**config.mk**
```make
export PLATFORM = sky130hd
export DESIGN_NAME = ecc_ctl_csr
export DESIGN_NICKNAME = d
export VERILOG_FILES = /design/src/rtl/ecc_csr_pkg.sv /design/src/rtl/ecc_inj_edge.sv /design/src/rtl/ecc_sticky_status.sv /design/src/rtl/ecc_ctl_csr.sv
export SDC_FILE = /design/constraint.sdc
export NUM_CORES = 1
export LEC_CHECK = 0
export ABC_AREA = 1
export CAP_MARGIN = 20
export CELL_PAD_IN_SITES_DETAIL_PLACEMENT = 2
export CELL_PAD_IN_SITES_GLOBAL_PLACEMENT = 2
export CORE_ASPECT_RATIO = 1.5
export CORE_UTILIZATION = 13
export CTS_CLUSTER_DIAMETER = 120
export DETAILED_ROUTE_END_ITERATION = 7
export GPL_ROUTABILITY_DRIVEN = 0
export PLACE_DENSITY = 0.86
export SKIP_CTS_REPAIR_TIMING = 1
export SLEW_MARGIN = 40
export SYNTH_ARGS = -nofsm -noshare
export SYNTH_HDL_FRONTEND = slang
export SYNTH_SLANG_ARGS = --single-unit
```
**constraint.sdc**
```tcl
create_clock -name clk -period 0.8 [get_ports clk]
set_input_delay 0.08 -clock clk [delete_from_list [all_inputs] [get_ports clk]]
set_output_delay 0.08 -clock clk [all_outputs]
set_load 0.01 [all_outputs]
```
**src/rtl/ecc_csr_pkg.sv**
```systemverilog
package ecc_csr_pkg;
    localparam int unsigned CSR_W   = 9;
    localparam int unsigned EN_BIT  = 0;
    localparam int unsigned N_CH    = 4;  // 0 tx single, 1 tx double, 2 rx single, 3 rx double
    localparam int unsigned INJ_LO  = 1;
    localparam int unsigned STAT_LO = INJ_LO + N_CH;

    typedef logic [N_CH-1:0] ch_vec_t;
endpackage

```
**src/rtl/ecc_inj_edge.sv**
```systemverilog
module ecc_inj_edge #(
    parameter int unsigned N = 4
) (
    input  logic         clk,
    input  logic         rst_n,
    input  logic [N-1:0] ctrl,
    input  logic         en,
    output logic [N-1:0] pulse
);
    logic [N-1:0] ctrl_d;

    for (genvar i = 0; i < N; i++) begin : g_bit
        always_ff @(posedge clk or negedge rst_n) begin
            if (!rst_n) ctrl_d[i] <= 1'b0;
            else        ctrl_d[i] <= ctrl[i];
        end

        assign pulse[i] = ctrl[i] & ~ctrl_d[i] & en;

        // a strobe never lasts longer than one cycle
        assert_pulse_one_cycle_R5: assert property (
            @(posedge clk) disable iff (!rst_n) pulse[i] |=> !pulse[i]);
    end
endmodule

```
**src/rtl/ecc_sticky_status.sv**
```systemverilog
module ecc_sticky_status #(
    parameter int unsigned N = 4
) (
    input  logic         clk,
    input  logic         rst_n,
    input  logic [N-1:0] set,
    input  logic [N-1:0] clr,
    output logic [N-1:0] stat
);
    for (genvar i = 0; i < N; i++) begin : g_bit
        logic q;
        always_ff @(posedge clk or negedge rst_n) begin
            if (!rst_n)      q <= 1'b0;
            else if (set[i]) q <= 1'b1;
            else if (clr[i]) q <= 1'b0;
        end
        assign stat[i] = q;

        assert_sticky_hold_R7: assert property (
            @(posedge clk) disable iff (!rst_n) (stat[i] && !clr[i]) |=> stat[i]);
        assert_w1c_clears_R8: assert property (
            @(posedge clk) disable iff (!rst_n) (clr[i] && !set[i]) |=> !stat[i]);
        assert_set_wins_R9: assert property (
            @(posedge clk) disable iff (!rst_n) set[i] |=> stat[i]);
    end
endmodule

```
**src/rtl/ecc_ctl_csr.sv**
```systemverilog
module ecc_ctl_csr
    import ecc_csr_pkg::*;
#(
    parameter int unsigned DATA_W = 32
) (
    input  logic              clk,
    input  logic              rst_n,
    input  logic              wr_en,
    input  logic [DATA_W-1:0] wr_data,
    output logic [DATA_W-1:0] rd_data,
    input  logic              tx_sbe_evt,
    input  logic              tx_dbe_evt,
    input  logic              rx_sbe_evt,
    input  logic              rx_dbe_evt,
    output logic              ecc_en,
    output logic              inj_tx_sbe,
    output logic              inj_tx_dbe,
    output logic              inj_rx_sbe,
    output logic              inj_rx_dbe,
    output logic              irq
);
    localparam int unsigned PAD_W = DATA_W - CSR_W;

    logic    en_q;
    ch_vec_t inj_q;
    ch_vec_t stat;
    ch_vec_t evt;
    ch_vec_t set_v;
    ch_vec_t clr_v;
    ch_vec_t pulse;
    logic    unused_hi;

    assign unused_hi = ^wr_data[DATA_W-1:CSR_W];

    // control storage: enable and injection requests
    always_ff @(posedge clk or negedge rst_n) begin
        if (!rst_n) begin
            en_q  <= 1'b0;
            inj_q <= '0;
        end else if (wr_en) begin
            en_q  <= wr_data[EN_BIT];
            inj_q <= wr_data[INJ_LO +: N_CH];
        end
    end

    assign evt   = {rx_dbe_evt, rx_sbe_evt, tx_dbe_evt, tx_sbe_evt};
    assign set_v = evt & {N_CH{en_q}};
    assign clr_v = wr_data[STAT_LO +: N_CH] & {N_CH{wr_en}};

    ecc_inj_edge #(.N(N_CH)) u_edge (
        .clk   (clk),
        .rst_n (rst_n),
        .ctrl  (inj_q),
        .en    (en_q),
        .pulse (pulse)
    );

    ecc_sticky_status #(.N(N_CH)) u_stat (
        .clk   (clk),
        .rst_n (rst_n),
        .set   (set_v),
        .clr   (clr_v),
        .stat  (stat)
    );

    assign ecc_en     = en_q;
    assign inj_tx_sbe = pulse[0];
    assign inj_tx_dbe = pulse[1];
    assign inj_rx_sbe = pulse[2];
    assign inj_rx_dbe = pulse[3];
    assign irq        = |stat;
    assign rd_data    = {{PAD_W{1'b0}}, stat, inj_q, en_q};

    for (genvar i = 0; i < N_CH; i++) begin : g_chk
        // a strobe only follows a write that carried a 1 at that control bit
        assert_pulse_after_write_R4: assert property (
            @(posedge clk) disable iff (!rst_n)
            pulse[i] |-> ($past(wr_en) && $past(wr_data[INJ_LO+i])));
        // status can only rise while the enable was on
        assert_no_set_when_off_R6: assert property (
            @(posedge clk) disable iff (!rst_n)
            $rose(stat[i]) |-> ($past(en_q) && $past(evt[i])));
    end

    // the interrupt only rises after an enabled event
    assert_irq_rise_R10: assert property (
        @(posedge clk) disable iff (!rst_n)
        $rose(irq) |-> ($past(en_q) && ($past(evt) != '0)));
endmodule

```
==> flow_summary.json <==
{
  "netlist_instances": 86,
  "synth_area_um2": 719,
  "synth_top_area_frac": 0.452,
  "dpl.cell_count": 185,
  "clk_pin_slew_ns": 0.06,
  "ant_nets": 0,
  "arrival_ns": 1.11,
  "ys_warn_count": 0,
  "cp_max_fo": 4,
  "die_w_um": 62.7,
  "initialDrtViolationCount": 5,
  "max_freq_mhz": 842,
  "r2r_start": "ecc_en$_DFFE_PN0P_",
  "cts.sinks": 13,
  "synth_flop_cell": "dfrtp_1",
  "diodes": 0,
  "drive_gt1_frac": 0.354,
  "hold_violations": 0,
  "die-area_mm2": 0.00584,
  "grt_pass1_wl_um": 2950,
  "pre_cts_ws_ns": -0.512,
  "crit_type": "register to output pin",
  "hpwl_um": 1520,
  "r2r_cells": 6,
  "synth.avg_cell_area_um2": 8.37,
  "cts-root-buf": "clkbuf_8",
  "cts-htree-levels": 1,
  "synth_enable_flop_cells": 0,
  "period_needed_ns": 1.19,
  "seq_area_frac_synth": 0.452,
  "synth.area.top_cells": "dfrtp_1 (45%), buf_4 (29%), nand2_1 (14%)",
  "portBuffers": 30,
  "post-route-worst-setup-slack_ns": -0.388,
  "grt_pass1_vias": 615,
  "ys_async_sr_fraction": 1.00,
  "ir_worst_vdd_uv": 414,
  "cts_tree": "built",
  "nets": 167,
  "start_util": 0.137,
  "cts_buffer_depth": 2,
  "stdcell_count": 195,
  "row_count": 32,
  "yosysTopAreaCell": "dfrtp_1",
  "period_share": 1.49,
  "power-per-cell-area_mw_per_mm2": 1650,
  "ios": 77,
  "drt-pass1-iter-count": 2,
  "power.leakage_nw": 0.609,
  "rsz0062_at_grt": "true",
  "min_path_type": "input pin to asynchronous set/reset pin",
  "maxCapViolations": 0,
  "r2r-end": "u_stat.g_bit[1].q$_DFFE_PN0P_",
  "drt-total-wl_um": 1920,
  "status": "complete, but fails checks",
  "clk_latency_ns": 0.24,
  "skew_ns": 0.00379,
  "synth_commonest_cells": "buf_4 (28), nand2_1 (26), dfrtp_1 (13), nor2_1 (6)",
  "ys_seq_elements": 13,
  "fp.dieH_um": 93.1,
  "drc": 0,
  "worst_setup_path_start_kind": "register",
  "setup_viol": 19,
  "finalSetupTns_ns": -3.69,
  "areaGrowthSynthToFinish_pct": 62.1,
  "grt_start_max_net_pins": 14,
  "wl_per_cell_um": 9.82,
  "yosysUniqueCellTypes": 9,
  "drv_slew": 0,
  "viasPerCell": 3.20,
  "r2r_setup_slack_ns": -0.29,
  "vias": 624,
  "antenna_found_initial": 0,
  "core_mm2": 0.00525,
  "grt_remaining_overflow": 0,
  "cts_buffers": 3,
  "end_kind": "output pin",
  "grt_usage": 0.0651,
  "yosysMostFrequentCell": "buf_4",
  "crit_required_ns": 0.72,
  "violations": "negative setup slack"
}
[logic make-up after synthesis]
logic type / count (synthesis) / share of synthesized area
other: 1 / 0.00521
AO/OA/AOI/OAI: 5 / 0.0348
AND/OR/NAND/NOR: 32 / 0.167
flip-flops: 13 / 0.452
buffers and inverters: 35 / 0.341
[layer usage]
metal,global-route usage,share of wire,wire [um],vias up
met5,0,0,0,-
met4,0.0233,0.0057,11,0
met3,0.0171,0.10,197,2
met2,0.125,0.54,1030,43
met1,0.0664,0.35,675,294
li1,-,-,-,285
[flip-flops by register name, indices dropped and copies added (netlist names)]
signal	count
ecc_en	1
inj_q	4
u_edge.ctrl_d	4
u_stat.g_bit.q	4
[area by class of cell]
type / instances / area [um2]
clock buffers: 4 / 45.0
fillers: 613 / 4080
inverters: 5 / 18.8
multi-input cells: 60 / 270
flip-flops and latches: 13 / 327
well taps: 68 / 85.1
repair buffers: 45 / 420
[metrics by stage]
| stage | power (W) | area, um2 | util | hold WS [ns] |
|---|---|---|---|---|
| 2_1_floorplan | 0.00110 | 818 | - | -0.216 |
| 3_3_place_gp | 0.00127 | 1050 | 0.200 | 0.428 |
| 3_5_place_dp | 0.00130 | 1050 | 0.200 | 0.450 |
| 4_1_cts | 0.00191 | 1100 | 0.209 | 0.189 |
| 5_1_grt | 0.00206 | 1170 | 0.222 | 0.192 |
| 6_report | 0.00192 | 1170 | 0.222 | 0.182 |
[report_power, final]
part / total [W] / switching (W) / internal (W)
clock: 0.000589 / 0.000237 / 0.000352
combinational: 0.000550 / 0.000257 / 0.000293
sequential: 0.000785 / 0.0000547 / 0.000731
total: 0.00192 / 0.000549 / 0.00138
[cells in the final DEF, fill, tap and decap left out]
| cell type | instances |
|---|---|
| buf_12 | 1 |
| buf_2 | 2 |
| buf_4 | 6 |
| buf_6 | 12 |
| clkbuf_1 | 1 |
| clkbuf_2 | 7 |
| clkbuf_8 | 3 |
| clkdlybuf4s50_1 | 15 |
| conb_1 | 23 |
| dfrtp_1 | 12 |
| dfrtp_2 | 1 |
| dlymetal6s2s_1 | 2 |
| inv_1 | 5 |
| nand2_1 | 18 |
| nand2_2 | 7 |
| nand2_4 | 1 |
| nor2_1 | 2 |
| nor2_2 | 4 |
| o21ai_0 | 3 |
| o21ai_1 | 1 |
| o21ai_2 | 1 |
[worst max-delay path: stages, from the launching register on]
cell     delay, ns
dfrtp_2       0.42
buf_6         0.13
buf_6         0.11
nand2_2       0.05
nor2_2        0.03
buf_2         0.13
[worst max path at each step]
| stage | startpoint | to | cells past startpoint | slack [ns] |
|---|---|---|---|---|
| floorplan | ecc_en$_DFFE_PN0P_ | inj_rx_dbe | 3 | 0.004 |
| global placement | ecc_en$_DFFE_PN0P_ | inj_rx_dbe | 3 | -0.48 |
| detailed placement | ecc_en$_DFFE_PN0P_ | inj_tx_dbe | 3 | -0.51 |
| CTS | ecc_en$_DFFE_PN0P_ | inj_tx_dbe | 3 | -0.79 |
| global route | ecc_en$_DFFE_PN0P_ | inj_rx_dbe | 5 | -0.44 |
| finish | ecc_en$_DFFE_PN0P_ | inj_rx_dbe | 5 | -0.39 |
Note: power is estimated with default switching activity, not from simulation.
